**src/rtl/hwl_pkg.sv**
```systemverilog
package hwl_pkg;
  // Byte offset of the first flag word for a bank of n flags.
  function automatic int unsigned flag_region_base(input int unsigned n);
    return 4 * n;
  endfunction

  // Byte offset of flag idx inside a bank of n flags.
  function automatic int unsigned flag_offset(input int unsigned n, input int unsigned idx);
    return flag_region_base(n) + 4 * idx;
  endfunction

  localparam int unsigned NUM_PORTS = 2;
endpackage

```
**src/rtl/hwl_port_dec.sv**
```systemverilog
module hwl_port_dec #(
  parameter int unsigned NUM_LOCKS = 32,
  parameter int unsigned ADDR_W    = 8
) (
  input  logic                 sel,
  input  logic [ADDR_W-1:0]    addr,
  input  logic                 rd,
  input  logic                 wr,
  output logic [NUM_LOCKS-1:0] claim,
  output logic [NUM_LOCKS-1:0] release_v,
  output logic                 stat_rd
);
  import hwl_pkg::*;

  logic rd_act;
  logic wr_act;

  // A read strobe suppresses a write raised in the same cycle.
  assign rd_act  = sel & rd;
  assign wr_act  = sel & wr & ~rd;
  assign stat_rd = rd_act && (addr == '0);

  for (genvar gi = 0; gi < NUM_LOCKS; gi++) begin : g_flag
    localparam logic [ADDR_W-1:0] FLAG_ADDR = ADDR_W'(flag_offset(NUM_LOCKS, gi));
    assign claim[gi]     = rd_act && (addr == FLAG_ADDR);
    assign release_v[gi] = wr_act && (addr == FLAG_ADDR);
  end
endmodule

```
**src/rtl/hwl_arbiter.sv**
```systemverilog
module hwl_arbiter #(
  parameter int unsigned NUM_LOCKS = 32
) (
  input  logic [NUM_LOCKS-1:0] state_q,
  input  logic [NUM_LOCKS-1:0] req0,
  input  logic [NUM_LOCKS-1:0] req1,
  input  logic [NUM_LOCKS-1:0] rel0,
  input  logic [NUM_LOCKS-1:0] rel1,
  output logic [NUM_LOCKS-1:0] grant0,
  output logic [NUM_LOCKS-1:0] grant1,
  output logic [NUM_LOCKS-1:0] state_d
);
  logic [NUM_LOCKS-1:0] free_v;

  // Grants are judged on the state before this edge, so a same-cycle
  // release cannot make a flag look free to the other core.
  always_comb begin
    free_v  = ~state_q;
    grant0  = req0 & free_v;
    grant1  = req1 & free_v & ~req0;
    state_d = (state_q & ~(rel0 | rel1)) | grant0 | grant1;
  end
endmodule

```
**src/rtl/hwl_rdata_reg.sv**
```systemverilog
module hwl_rdata_reg #(
  parameter int unsigned NUM_LOCKS = 32,
  parameter int unsigned DATA_W    = 32
) (
  input  logic                 clk,
  input  logic                 rst,
  input  logic                 stat_rd,
  input  logic [NUM_LOCKS-1:0] grant,
  input  logic [NUM_LOCKS-1:0] state_q,
  output logic [DATA_W-1:0]    rdata
);
  always_ff @(posedge clk) begin
    if (rst) begin
      rdata <= '0;
    end else if (stat_rd) begin
      rdata <= DATA_W'(state_q);
    end else begin
      rdata <= DATA_W'(grant);
    end
  end
endmodule

```
**src/rtl/hw_lock_bank.sv**
```systemverilog
module hw_lock_bank #(
  parameter int unsigned NUM_LOCKS = 32,
  parameter int unsigned DATA_W    = 32,
  parameter int unsigned ADDR_W    = $clog2(NUM_LOCKS * 8)
) (
  input  logic              clk,
  input  logic              rst,
  input  logic              c0_sel,
  input  logic [ADDR_W-1:0] c0_addr,
  input  logic              c0_rd,
  input  logic              c0_wr,
  output logic [DATA_W-1:0] c0_rdata,
  input  logic              c1_sel,
  input  logic [ADDR_W-1:0] c1_addr,
  input  logic              c1_rd,
  input  logic              c1_wr,
  output logic [DATA_W-1:0] c1_rdata
);
  import hwl_pkg::*;

  localparam int unsigned NP = NUM_PORTS;

  logic [NP-1:0]                p_sel;
  logic [NP-1:0][ADDR_W-1:0]    p_addr;
  logic [NP-1:0]                p_rd;
  logic [NP-1:0]                p_wr;
  logic [NP-1:0][NUM_LOCKS-1:0] p_claim;
  logic [NP-1:0][NUM_LOCKS-1:0] p_rel;
  logic [NP-1:0]                p_stat;
  logic [NP-1:0][NUM_LOCKS-1:0] p_grant;
  logic [NP-1:0][DATA_W-1:0]    p_rdata;

  logic [NUM_LOCKS-1:0] lock_q;
  logic [NUM_LOCKS-1:0] lock_d;

  assign p_sel  = {c1_sel, c0_sel};
  assign p_addr = {c1_addr, c0_addr};
  assign p_rd   = {c1_rd, c0_rd};
  assign p_wr   = {c1_wr, c0_wr};

  for (genvar gp = 0; gp < NP; gp++) begin : g_port
    hwl_port_dec #(.NUM_LOCKS(NUM_LOCKS), .ADDR_W(ADDR_W)) u_dec (
      .sel       (p_sel[gp]),
      .addr      (p_addr[gp]),
      .rd        (p_rd[gp]),
      .wr        (p_wr[gp]),
      .claim     (p_claim[gp]),
      .release_v (p_rel[gp]),
      .stat_rd   (p_stat[gp])
    );

    hwl_rdata_reg #(.NUM_LOCKS(NUM_LOCKS), .DATA_W(DATA_W)) u_rdata (
      .clk     (clk),
      .rst     (rst),
      .stat_rd (p_stat[gp]),
      .grant   (p_grant[gp]),
      .state_q (lock_q),
      .rdata   (p_rdata[gp])
    );
  end

  hwl_arbiter #(.NUM_LOCKS(NUM_LOCKS)) u_arb (
    .state_q (lock_q),
    .req0    (p_claim[0]),
    .req1    (p_claim[1]),
    .rel0    (p_rel[0]),
    .rel1    (p_rel[1]),
    .grant0  (p_grant[0]),
    .grant1  (p_grant[1]),
    .state_d (lock_d)
  );

  always_ff @(posedge clk) begin
    if (rst) begin
      lock_q <= '0;
    end else begin
      lock_q <= lock_d;
    end
  end

  assign c0_rdata = p_rdata[0];
  assign c1_rdata = p_rdata[1];
endmodule

```
**config.mk**
```make
export PLATFORM = sky130hd
export DESIGN_NAME = hw_lock_bank
export DESIGN_NICKNAME = d
export VERILOG_FILES = /design/src/rtl/hwl_pkg.sv /design/src/rtl/hwl_port_dec.sv /design/src/rtl/hwl_arbiter.sv /design/src/rtl/hwl_rdata_reg.sv /design/src/rtl/hw_lock_bank.sv
export SDC_FILE = /design/constraint.sdc
export NUM_CORES = 1
export LEC_CHECK = 0
export ABC_AREA = 1
export BUFFER_PORTS_ARGS = -buffer_cell sky130_fd_sc_hd__clkbuf_2
export CAP_MARGIN = 5
export CORE_ASPECT_RATIO = 0.5
export CORE_UTILIZATION = 52
export CTS_CLUSTER_SIZE = 25
export DETAILED_ROUTE_END_ITERATION = 10
export GPL_TIMING_DRIVEN = 0
export HOLD_SLACK_MARGIN = 0.1
export PLACE_DENSITY = 0.77
export SYNTH_ARGS = -nofsm -noshare
export SYNTH_HDL_FRONTEND = slang
export SYNTH_HIERARCHICAL = 1
export SYNTH_SLANG_ARGS = --single-unit
export TNS_END_PERCENT = 5
```
**constraint.sdc**
```tcl
create_clock -name clk -period 0.91 [get_ports clk]
set_input_delay 0.091 -clock clk [delete_from_list [all_inputs] [get_ports clk]]
set_output_delay 0.091 -clock clk [all_outputs]
set_load 0.03 [all_outputs]
```
# After elaboration in Yosys (flattened, before gate mapping)
# Cells that the tools add are included.
[totals]
regBits = 96
in_bits = 24
out_inout_bits = 64
[op_classes]
n_eq_ne = 64
n_mux = 2
n_bitwise = 18
n_reduce_logical = 132
[ops]
columns = ["cell", "count"]
rows = [
  ["equality test 8 bit (second input constant)", 64],
  ["logical AND 1 bit", 130],
  ["bitwise AND 32 bit", 4],
  ["inverter 32 bit", 3],
  ["OR 32 bit", 3],
  ["2-to-1 mux 32 bit", 2],
  ["zero test 8 bit", 2],
  ["bitwise AND 1 bit", 6],
  ["inverter 1 bit", 2],
]

# Longest topological paths before layout
[logic_depth]
ltp_word = 8
depth_mapped = 10

# Hierarchy
# The synthesis kept the hierarchy.
[modules_own_cells]
columns = ["module", "n_inst", "cells_per_inst", "area_per_inst_um2"]
rows = [
  ["hwl_rdata_reg", 2, 203, 1338.8],
  ["hwl_arbiter", 1, 288, 1241.2],
  ["hwl_port_dec", 2, 106, 536.8],
  ["hw_lock_bank", 1, 99, 914.6],
]

# Worst setup path before layout
# OpenSTA, ideal clock, no wires.
[synth_path]
path_type = "input to register"
start = "in c0_addr[1]"
end = "reg g_port[0].u_rdata.rdata[22]"
setup_time_ns = 0.113
arrival_time_ns = 0.879
t_required_ns = 0.797
path_slack_ns = -0.082
cell_stages = 8
path_cell_list = "nor2_4 nand2_1 nor2_1 buf_6 buf_6 nand2_1 nand2_1 nor2_1"
[synth_lines]
columns = ["item", "line", "text"]
rows = [
  ["start, declared", "hw_lock_bank.sv:9", "input logic [ADDR_W-1:0] c0_addr,"],
  ["zero test 8 bit", "hwl_port_dec.sv:21", "assign stat_rd = rd_act && (addr == '0);"],
  ["logical AND 1 bit", "hwl_port_dec.sv:21", ""],
  ["net p_stat[0]", "hw_lock_bank.sv:29", "logic [NP-1:0] p_stat;"],
  ["2-to-1 mux 32 bit", "hwl_rdata_reg.sv:15", "end else if (stat_rd) begin"],
  ["end signal, assigned", "hwl_rdata_reg.sv:16", "rdata <= DATA_W'(state_q);"],
  ["end signal, assigned", "hwl_rdata_reg.sv:18", "rdata <= DATA_W'(grant);"],
  ["end, declared", "hwl_rdata_reg.sv:10", "output logic [DATA_W-1:0] rdata"],
]
# The timed path passes the listed nets, and every way through them passes these cells.
# A chain may end at the register's enable or synchronous reset.

==> flow_summary.ini <==
[outcome]
run_status = complete, but fails checks
violations_in_the_final_reports = DRC, setup timing

[logic_synthesis]
synth.yosys.warnings = 6
syn_nets = 1029
synth_top_family_by_area = simple AND/OR/NAND/NOR gates
synthesis.instances = 1005
synth_compound_area_share_pct = 4.74
synth.ff_latch_count = 96
post_synth.cell_area_avg_sq_um = 5.88
synth-adder-area-share_pct = 0
synth-xor-area-share_pct = 0
yosys-mux-area-fraction_pct = 0
sequential_cell_area_fraction_in_the_yosys_report_pct = 32.5
synth_simple_gate_area_share_pct = 47.5
post_synth_instance_area_sq_um = 5910
post_synth_num_cell_types = 14

[route]
viasPerCell = 5.77
number_of_detailed_routing_iterations_run_before_antenna_repair = 11
remaining_drc_errors = 4
routed-via-count = 7387
wl_per_cell_um = 18.9
drt-initial-drc-count = 1360
drt_wl_total_um = 24300
ant_nets = 0

[timing]
finalWorstSetupSlack_ps = -317
fin_crit_period_ps = 1230
final-setup-viol-count = 101
report.final.hold_viol_count = 0
final.period_utilization_pct = 135
unrepaired_setup_endpoints_after_global_routing = true
fin_tns_setup_ps = -11650
timing.max_slew.rel_slack_pct = 75.2
skew_ps = 6.39
slew_violations = 0
worst_pin_slew_ps = 372
whs_ps = 224
max_freq_mhz = 815

[hold_path]
worstHoldPathCells = 3
hold_path.class = input pin to register
hold_path_startpoint = rst
destination_of_the_worst_hold_path = lock_q[23]$_SDFF_PP0_

[cells_and_area]
area.sequential_sq_um = 2000
drive_gt1_share_pct = 37.3
design_area_sq_um = 8700
fillers = 631
design.final.nets = 1155
multiInputGateArea_sq_um = 3740
flow.area_growth_from_synthesis_pct = 47.3
diodes = 0

[floorplanning]
rows = 27
die_width_um = 153
fp.coreArea_sq_um = 11000
io_pins = 88
initial_core_utilization_pct = 53.6
die-area_sq_um = 11800
die-height_um = 77.4

[setup_path]
critical_path.startpoint_type = input pin
r2r-end = g_port[1].u_rdata/rdata[31]$_SDFF_PP0_
worstReg2RegStart = lock_q[31]$_SDFF_PP0_
critical_path_class = input pin to register
capturing_element_type_of_the_critical_path = register
required_ps = 1160
cp_data_arrival_time_ps = 1470
setup.reg_to_reg.worst_slack_ps = -220
worst_r2r_path_depth = 5
cp_max_fo = 8

[power_and_ir_drop]
worst_vdd_drop_uv = 967
cellPowerDensity_nw_per_um2 = 1040
leakage_dissipation_nw = 3.32

[global_route]
grt_pass1_wl_um = 27600
gr-total-overflow = 0
first_global_vias = 5791
grt_start_max_net_pins = 16
grt.total_usage_pct = 29.6
antenna_found_initial = 0

[placed_design]
place.gp.congestion = 0.912
dpl.hpwl_um = 11200
placement.cell_area_sq_um = 6520
io_buffers = 87

[cts]
total_cts_buffers = 9
worst_setup_hold_path_clk_slew_ps = 70
clock_tree.htree_level_count = 3
cts.sink_count = 96
clk-insertion-delay-late_ps = 350
cts_root_buffer = sky130_fd_sc_hd__clkbuf_16
tritoncts = done
buffer_levels_on_the_longest_clock_path = 2

[job]
max-cap-violations = 0
layout make-up:
cell class,instances,share of cell area (%)
multi-input cells,706,43.0
well taps,145,2.09
flip-flops and latches,96,23.0
repair buffers,115,17.4
inverters,180,7.88
plain buffers,23,3.29
clock buffers,11,2.79
clock inverters,5,0.647
layer usage:
layer | share of wire (%) | GRT usage (%) | vias up
li1 | - | - | 3167
met1 | 34 | 35.9 | 3218
met2 | 42 | 50.6 | 710
met3 | 15 | 6.26 | 290
met4 | 8.8 | 14.0 | 2
met5 | 0.099 | 0 | -
cells in the mapped netlist:
cell type / count / area share (%)
sky130_fd_sc_hd__buf_2: 6 / 0.51
sky130_fd_sc_hd__buf_6: 17 / 3.2
sky130_fd_sc_hd__dfxtp_1: 96 / 33
sky130_fd_sc_hd__inv_1: 144 / 9.2
sky130_fd_sc_hd__inv_2: 36 / 2.3
sky130_fd_sc_hd__nand2_1: 236 / 15
sky130_fd_sc_hd__nand2_2: 4 / 0.42
sky130_fd_sc_hd__nand2_4: 4 / 0.76
sky130_fd_sc_hd__nand3_1: 2 / 0.17
sky130_fd_sc_hd__nand3_2: 24 / 4.1
sky130_fd_sc_hd__nor2_1: 386 / 25
sky130_fd_sc_hd__nor2_2: 10 / 1.1
sky130_fd_sc_hd__nor2_4: 8 / 1.5
sky130_fd_sc_hd__o21ai_2: 32 / 4.7
through the flow:
step | total power [mW] | worst slack, ps | std cells | utilization, %
final | 9.03 | -317 | 1281 | 79.0
after global routing | 9.26 | -429 | 1281 | 79.0
after CTS | 8.70 | -13.5 | 1260 | 68.9
after detailed placement | 4.84 | -518 | 1237 | 59.2
after global placement | 4.83 | -504 | 1237 | 59.2
after floorplan | 4.64 | -64.6 | 1005 | -
worst max-delay path by stage:
stage | start | end | slack [ps] | cells after the start
global placement | c0_addr[0] | g_port[0].u_rdata/rdata[9]$_SDFF_PP0_ | -500 | 8
global route | c0_addr[3] | g_port[0].u_rdata/rdata[14]$_SDFF_PP0_ | -430 | 10
finish | c1_sel | lock_q[0]$_SDFF_PP0_ | -320 | 10
CTS | g_port[1].u_rdata/rdata[29]$_SDFF_PP0_ | c1_rdata[29] | -10 | 1
floorplan | c0_addr[0] | g_port[0].u_rdata/rdata[22]$_SDFF_PP0_ | -60 | 8
detailed placement | c0_addr[0] | g_port[0].u_rdata/rdata[10]$_SDFF_PP0_ | -520 | 8
flip-flops by register name (all words and copies together), names as in the netlist:
name / count
g_port.u_rdata/rdata: 64
lock_q: 32
cell families (layout without fill, tap and decap cells):
group | Yosys count | in the layout
and+or+nand+nor | 674 | 674
buffers and inverters | 203 | 334
DFF | 96 | 96
AOI/OAI and AO/OA | 32 | 32
critical path, cell delays in order:
cell	delay, ps
sky130_fd_sc_hd__clkbuf_2	90
sky130_fd_sc_hd__nand2_1	80
sky130_fd_sc_hd__nor2_4	190
sky130_fd_sc_hd__nand3_2	340
sky130_fd_sc_hd__nor2_2	260
sky130_fd_sc_hd__nor2_1	110
sky130_fd_sc_hd__nand2_1	100
sky130_fd_sc_hd__nand2_1	100
sky130_fd_sc_hd__inv_1	70
sky130_fd_sc_hd__nor2_1	50
cell usage in the layout, fill, tap and decap left out:
master and n:
sky130_fd_sc_hd__inv_2 39, sky130_fd_sc_hd__nand2_8 4, sky130_fd_sc_hd__nand3_2 5, sky130_fd_sc_hd__inv_4 2, sky130_fd_sc_hd__clkinvlp_4 1, sky130_fd_sc_hd__buf_4 16
sky130_fd_sc_hd__buf_6 12, sky130_fd_sc_hd__buf_8 68, sky130_fd_sc_hd__o21ai_2 32, sky130_fd_sc_hd__clkbuf_4 2, sky130_fd_sc_hd__inv_1 138, sky130_fd_sc_hd__buf_2 6
sky130_fd_sc_hd__clkbuf_2 13, sky130_fd_sc_hd__nor2_2 42, sky130_fd_sc_hd__clkbuf_16 14, sky130_fd_sc_hd__clkinv_4 2, sky130_fd_sc_hd__dlygate4sd3_1 1, sky130_fd_sc_hd__dfxtp_1 36
sky130_fd_sc_hd__nor2_4 52, sky130_fd_sc_hd__nor2_1 310, sky130_fd_sc_hd__nand2_1 226, sky130_fd_sc_hd__clkbuf_8 5, sky130_fd_sc_hd__nand2_4 3, sky130_fd_sc_hd__clkbuf_1 1
sky130_fd_sc_hd__dfxtp_2 60, sky130_fd_sc_hd__bufinv_16 1, sky130_fd_sc_hd__nand2_2 11, sky130_fd_sc_hd__buf_12 11, sky130_fd_sc_hd__clkinv_2 2, sky130_fd_sc_hd__nand3_4 21
what timing repair did:
item                                    CTS  global route
buffers inserted                          6            14
endpoints found under the setup margin  152           159
gates resized for setup                 178           293
endpoints found under the hold margin     2             0
pin swaps                                 3            57
gates cloned                              0             7
hold buffers                              1             0
power breakdown:
part           internal [mW]  total (mW)  switching (mW)
sequential              4.20        4.21         0.00758
clock                   2.20        3.95            1.74
combinational          0.266       0.874           0.608
total                   6.67        9.03            2.36
(Power assumes the default switching activity.)
